==> config.mk <==
export PLATFORM = sky130hd
export DESIGN_NAME = fetch_queue
export DESIGN_NICKNAME = d
export VERILOG_FILES = /design/src/rtl/fetch_queue.sv
export SDC_FILE = /design/constraint.sdc
export NUM_CORES = 1
export LEC_CHECK = 0
export BUFFER_PORTS_ARGS = -buffer_cell sky130_fd_sc_hd__buf_4
export CORE_MARGIN = 4
export CORE_UTILIZATION = 56
export CTS_CLUSTER_SIZE = 16
export DETAILED_ROUTE_END_ITERATION = 6
export GPL_ROUTABILITY_DRIVEN = 1
export GPL_TIMING_DRIVEN = 0
export MAX_ROUTING_LAYER = met4
export PLACE_DENSITY = 0.79
export RECOVER_POWER = 50
export SLEW_MARGIN = 30
export SYNTH_ARGS = -nofsm -noshare
export SYNTH_HDL_FRONTEND = slang
export SYNTH_SLANG_ARGS = --single-unit
==> constraint.sdc <==
create_clock -name clk -period 5.2 [get_ports clk]
set_clock_uncertainty 0.2 [all_clocks]
set_input_delay 1.04 -clock clk [delete_from_list [all_inputs] [get_ports clk]]
set_output_delay 1.04 -clock clk [all_outputs]
set_load 0.01 [all_outputs]
==> src/rtl/fetch_queue.sv <==
module fetch_queue #(
  parameter int DEPTH = 6,
  parameter logic [15:0] RESET_SEG = 16'hFFFF,
  parameter logic [15:0] RESET_OFF = 16'h0000
) (
  input  logic        clk,
  input  logic        rst_n,
  input  logic        redirect,
  input  logic [15:0] redirect_seg,
  input  logic [15:0] redirect_off,
  input  logic        opr_pending,
  output logic        opr_go,
  output logic        fetch_start,
  output logic [19:0] fetch_addr,
  input  logic        fetch_ack,
  input  logic [15:0] fetch_data,
  output logic        byte_valid,
  output logic [7:0]  byte_data,
  input  logic        byte_ready
);
  localparam int CW = $clog2(DEPTH + 1);
  localparam logic [CW-1:0] ROOM_MAX = CW'(DEPTH - 2);

  logic [15:0]   seg_q, ptr_q;
  logic [CW-1:0] cnt_q, cnt_pop, cnt_nx;
  logic [7:0]    q_q  [DEPTH];
  logic [7:0]    q_nx [DEPTH];
  logic          busy_q, stale_q, odd_q;
  logic          pop, take;

  assign pop         = byte_valid && byte_ready;
  assign take        = fetch_ack && busy_q && !stale_q && !redirect;
  assign byte_valid  = cnt_q != '0;
  assign byte_data   = q_q[0];
  assign opr_go      = opr_pending && !busy_q;
  assign fetch_start = !busy_q && !opr_pending && !redirect && (cnt_q <= ROOM_MAX);
  assign fetch_addr  = {seg_q, 4'h0} + {4'h0, ptr_q};
  assign cnt_pop     = cnt_q - CW'(pop);

  always_comb begin
    for (int i = 0; i < DEPTH; i++) begin
      int j;
      j = (i + 1 < DEPTH) ? i + 1 : i;
      q_nx[i] = pop ? q_q[j] : q_q[i];
      if (take) begin
        if (CW'(i) == cnt_pop)
          q_nx[i] = odd_q ? fetch_data[15:8] : fetch_data[7:0];
        if (!odd_q && CW'(i) == cnt_pop + CW'(1))
          q_nx[i] = fetch_data[15:8];
      end
    end
    cnt_nx = cnt_pop + (take ? (odd_q ? CW'(1) : CW'(2)) : '0);
  end

  always_ff @(posedge clk) begin
    for (int i = 0; i < DEPTH; i++) q_q[i] <= q_nx[i];
  end

  always_ff @(posedge clk) begin
    if (!rst_n) begin
      cnt_q   <= '0;
      seg_q   <= RESET_SEG;
      ptr_q   <= RESET_OFF;
      busy_q  <= 1'b0;
      stale_q <= 1'b0;
      odd_q   <= 1'b0;
    end else if (redirect) begin
      cnt_q   <= '0;
      seg_q   <= redirect_seg;
      ptr_q   <= redirect_off;
      busy_q  <= busy_q && !fetch_ack;
      stale_q <= busy_q && !fetch_ack;
    end else begin
      cnt_q <= cnt_nx;
      if (fetch_start) begin
        busy_q <= 1'b1;
        odd_q  <= ptr_q[0];
        ptr_q  <= ptr_q + (ptr_q[0] ? 16'd1 : 16'd2);
      end else if (fetch_ack && busy_q) begin
        busy_q  <= 1'b0;
        stale_q <= 1'b0;
      end
    end
  end

  a_r1_bound: assert property (@(posedge clk) disable iff (!rst_n)
    cnt_q <= CW'(DEPTH));
  a_r3_single: assert property (@(posedge clk) disable iff (!rst_n)
    fetch_start |=> busy_q && !fetch_start);
  a_r4_fetch_first: assert property (@(posedge clk) disable iff (!rst_n)
    opr_pending && busy_q && !fetch_ack |=> !opr_go);
  a_r5_full_idle: assert property (@(posedge clk) disable iff (!rst_n)
    cnt_q == CW'(DEPTH) |-> !fetch_start);
  a_r7_flush: assert property (@(posedge clk) disable iff (!rst_n)
    redirect |=> !byte_valid);
  a_r9_odd_step: assert property (@(posedge clk) disable iff (!rst_n)
    fetch_start && ptr_q[0] |=> ptr_q == $past(ptr_q) + 16'd1);
  a_r9_even_step: assert property (@(posedge clk) disable iff (!rst_n)
    fetch_start && !ptr_q[0] |=> ptr_q == $past(ptr_q) + 16'd2);
endmodule

==> results.txt <==
The run finished, with violations left. The checks that failed: design-rule violations. After detailed routing, the number of remaining DRC violations is 6. Global routing used 26.6% of the available tracks. For this run the aggregate overflow at the end of global routing stands at 0.

Post-route clock period utilization: 89.2%. The detailed-route via count came out at 4848. For this design, the slowest cell found on the critical path is sky130_fd_sc_hd__a21oi_1.

The worst setup path is captured at a flip-flop. The net count of the finished layout is 768. The final routed wirelength across all metal layers came out at 13400 um.

Summed over all instances, the cell type with the most area after synthesis is sky130_fd_sc_hd__dfxtp_1. Summing all flip-flop and latch instances after layout gives 0.00180 mm2. For this run, the detailed router's first-pass iteration total came to 7. The region available for standard cell placement spans 0.00876 mm2. The highest clock rate was 216 MHz. For this run, the slowest stage of the critical path takes 0.66 ns. Of the synthesized area, sequential elements account for 35.6%. The initial cell density of the core was 57.7%.

The run gives 9 as the CTS buffer count. The buffer and inverter count on the worst path works out to 6. Cells fill 67.4% of the core in the end. The maximum fanout count along the critical path was 10. In the routed layout, each cell is associated on average with a via count of 6.01. The run gives 0 as the final-report hold violation count. The count of input and output buffers is 83. The path type of the worst setup path is in -> reg. For the final routed database, the setup TNS stands at 0 ns. 85 I/O pins were placed. In this run, the number of DRC markers left after iteration 0 of detailed routing was 275. The congestion estimate from routability-driven global placement came to 0.927. The number of antenna violations at the first check in global routing was 0.

Traced cell by cell, the critical path runs through buf_4 > nand2_2 > inv_2 > buf_6 > ha_1 > ha_1 > xor2_1 > inv_2 > ha_1 > or3_1 > clkbuf_1 > clkbuf_1 > a21oi_1. The area used by multi-input combinational logic is 0.00298 mm2. IR analysis of the VDD net gives a maximum drop of 0.000136 V. The run gives 16 as the maximum number of pins on one net before global-route repair. The logs give 21900 um for the wire length of the first global-routing pass and 44.9% for the headroom to the max-slew limit. Via count of the first global-routing pass: 4605. In this run the worst hold path is classified as reg -> reg. The most used flip-flop cell after synthesis is sky130_fd_sc_hd__dfxtp_1. The post-synthesis average cell area was 8.43 um2; the number of fillers in the final layout was 764. The synthesized design contains 8 enable-type register cells.

By area the synthesized netlist is led by sky130_fd_sc_hd__dfxtp_1 31%, sky130_fd_sc_hd__mux2i_1 13%, sky130_fd_sc_hd__nand2_1 7.1%. The CTS clock-pin slew for the worst setup and hold paths is 0.09 ns, and the number of post-CTS setup repair buffers is 0. For the clock latency of the later-clocked register in the worst-skew pair, the log shows 0.36 ns. Summed over all cells, the static leakage comes to 2.61 nW. The fraction of synthesized cell area taken by the top area cell type was 30.9%. The final-report max-slew violation count is 0, and the die span in y is 103 um.

The critical path data required time was 4.99 ns; the number of instances in the synthesized netlist was 600. The number of diodes added for antenna fixing is 0, and the area enclosed by the die boundary is 0.0106 mm2. The average detailed-routed wire length per instance is 16.6 um.

For this design, the sink count on the clock tree is 86. From left edge to right edge, the die measures 103 um. The kind of cell adding the most delay to the critical path is buffers and inverters. The area growth from synthesis to layout was 16.7%; the final hold slack was 0.288 ns. The run gives 0 as the max capacitance violation total.

The proportion of layout cells with a drive suffix above 1 works out to 16.5%. Synthesis produced a netlist with a net count of 674. For this run, asynchronously set or reset flops after synthesis account for 0%.

Setup repair after global routing left no endpoint under its margin. The count of warnings emitted by yosys is 0. TritonCTS built the clock tree. In this run the number of H-tree levels came out at 3. In this run the cell area of the synthesized design comes to 0.00506 mm2. The cell that appears most often on the critical path is sky130_fd_sc_hd__ha_1.

The placed wire-length estimate after detailed placement was 10300 um; the flip-flop and latch count after synthesis was 86. For the worst setup path, the data arrival time is 4.43 ns. The worst path needs 4.64 ns of the cycle, external delays included.

In this run, post-CTS repair resized a total of 0 instances. The actual slew at the worst max-slew pin is 0.826 ns. The final setup violation count was 0.

The worst setup path is launched from a primary input. For this design the ratio of total power to cell area is 302 mW/mm2. The initialized floorplan defines 34 standard-cell rows.

The tools report the post-detailed-route count of antenna-violating nets as 0. The longest clock path from root to sink contains 2 buffers. After clock tree synthesis, the flow added hold-fix buffers numbering 0.

For the number of library cell types mapped by synthesis, the log shows 61. The tree is rooted in a sky130_fd_sc_hd__clkbuf_8.
[worst min-delay path, stage by stage (launching register included)]
cell and delay [ns]:
sky130_fd_sc_hd__dfxtp_1 0.34, sky130_fd_sc_hd__mux2i_1 0.07, sky130_fd_sc_hd__nand2_1 0.06
[Yosys cell counts, types with 3 or more instances]
cell	n
sky130_fd_sc_hd__nor3b_1	3
sky130_fd_sc_hd__o211ai_1	11
sky130_fd_sc_hd__dfxtp_1	78
sky130_fd_sc_hd__buf_6	4
sky130_fd_sc_hd__nor2b_1	4
sky130_fd_sc_hd__buf_2	8
sky130_fd_sc_hd__nand3_1	17
sky130_fd_sc_hd__xnor2_1	9
sky130_fd_sc_hd__clkbuf_1	13
sky130_fd_sc_hd__xor2_1	8
sky130_fd_sc_hd__ha_1	18
sky130_fd_sc_hd__or3_1	6
sky130_fd_sc_hd__nor2_1	51
sky130_fd_sc_hd__mux2i_1	65
sky130_fd_sc_hd__a32oi_1	9
sky130_fd_sc_hd__o21ai_0	42
sky130_fd_sc_hd__a21oi_2	9
sky130_fd_sc_hd__a21oi_1	37
sky130_fd_sc_hd__inv_1	13
sky130_fd_sc_hd__buf_4	7
sky130_fd_sc_hd__a21o_1	4
sky130_fd_sc_hd__o21ai_1	4
sky130_fd_sc_hd__nand2_1	96
sky130_fd_sc_hd__a31oi_1	18
sky130_fd_sc_hd__nand2_2	3
sky130_fd_sc_hd__nor3_1	9
sky130_fd_sc_hd__inv_2	3
sky130_fd_sc_hd__edfxtp_1	8
[power breakdown]
part           internal, W  switching (W)  leakage [nW]
Sequential        0.000799      0.0000819         0.717
Combinational     0.000221       0.000253          1.82
Clock             0.000176       0.000252        0.0751
Total              0.00120       0.000587          2.61
[per-stage QoR]
step / setup slack [ns] / std cells / power, W / cell area, um2
floorplan: 0.957 / 600 / 0.00118 / 5060
global placement: 0.258 / 791 / 0.00138 / 5820
detailed placement: 0.238 / 791 / 0.00140 / 5820
CTS: 0.613 / 807 / 0.00183 / 5990
global route: 0.243 / 807 / 0.00189 / 5910
finish: 0.561 / 807 / 0.00178 / 5910
[flip-flops by register name, indices dropped and copies added (netlist names)]
signal	flops
cnt_q	3
q_q	48
ptr_q	16
stale_q	1
seg_q	16
odd_q	1
busy_q	1
[kinds of logic after synthesis]
| group | after synthesis | synth area share, % |
|---|---|---|
| buffers and inverters | 51 | 5.42 |
| DFF | 86 | 35.6 |
| muxes | 65 | 12.9 |
| xor gates and xnor gates | 17 | 2.94 |
| AOI/OAI and AO/OA | 154 | 19.4 |
| adders and majority gates | 20 | 5.24 |
| and+or+nand+nor | 207 | 18.5 |
[cell usage in the layout (no fill, tap or decap), types with 6 or more instances in the layout]
cell | Yosys | final
sky130_fd_sc_hd__a21oi_2 | 9 | 9
sky130_fd_sc_hd__edfxtp_1 | 8 | 8
sky130_fd_sc_hd__o211ai_1 | 11 | 11
sky130_fd_sc_hd__ha_1 | 18 | 18
sky130_fd_sc_hd__clkbuf_1 | 13 | 39
sky130_fd_sc_hd__nand2_1 | 96 | 96
sky130_fd_sc_hd__nor2_1 | 51 | 51
sky130_fd_sc_hd__nand3_1 | 17 | 17
sky130_fd_sc_hd__clkbuf_8 | 0 | 9
sky130_fd_sc_hd__xnor2_1 | 9 | 9
sky130_fd_sc_hd__nor3_1 | 9 | 10
sky130_fd_sc_hd__o21ai_0 | 42 | 42
sky130_fd_sc_hd__a32oi_1 | 9 | 9
sky130_fd_sc_hd__dfxtp_1 | 78 | 78
sky130_fd_sc_hd__mux2i_1 | 65 | 65
sky130_fd_sc_hd__xor2_1 | 8 | 8
sky130_fd_sc_hd__buf_4 | 7 | 66
sky130_fd_sc_hd__a31oi_1 | 18 | 18
sky130_fd_sc_hd__inv_1 | 13 | 14
sky130_fd_sc_hd__a21oi_1 | 37 | 37
sky130_fd_sc_hd__or3_1 | 6 | 6
[worst paths after layout]
kind | start | to | slack [ns] | cells after the start
min reg2reg | seg_q[3]$_SDFFE_PN1P_ | seg_q[3]$_SDFFE_PN1P_ | 0.29 | 2
max reg2reg | cnt_q[0]$_SDFF_PP0_ | q_q[5][7]$_DFFE_PP_ | 0.59 | 13
min | seg_q[3]$_SDFFE_PN1P_ | seg_q[3]$_SDFFE_PN1P_ | 0.29 | 2
max | byte_ready | q_q[5][7]$_DFFE_PP_ | 0.56 | 13
[layer usage]
layer  vias up  wire length [um]  global-route usage, %  share of wire, %
met3        34               779                   3.11               5.8
met5         -                 0                      -                 0
met1      2274              5710                   33.7                43
met2       201              6630                   43.8                49
met4         0               286                   9.76               2.1
li1       2339                 -                      -                 -
[final cells by class]
class / instances / area share (%)
timing repair buffer: 83 / 9.28
tap: 108 / 2.29
multi-input combinational: 463 / 50.4
clock buffer: 10 / 2.16
inverter: 16 / 1.02
sequential: 86 / 30.5
buffer: 35 / 3.54
clock inverter: 6 / 0.805
Note: power is estimated with default switching activity, not from simulation.
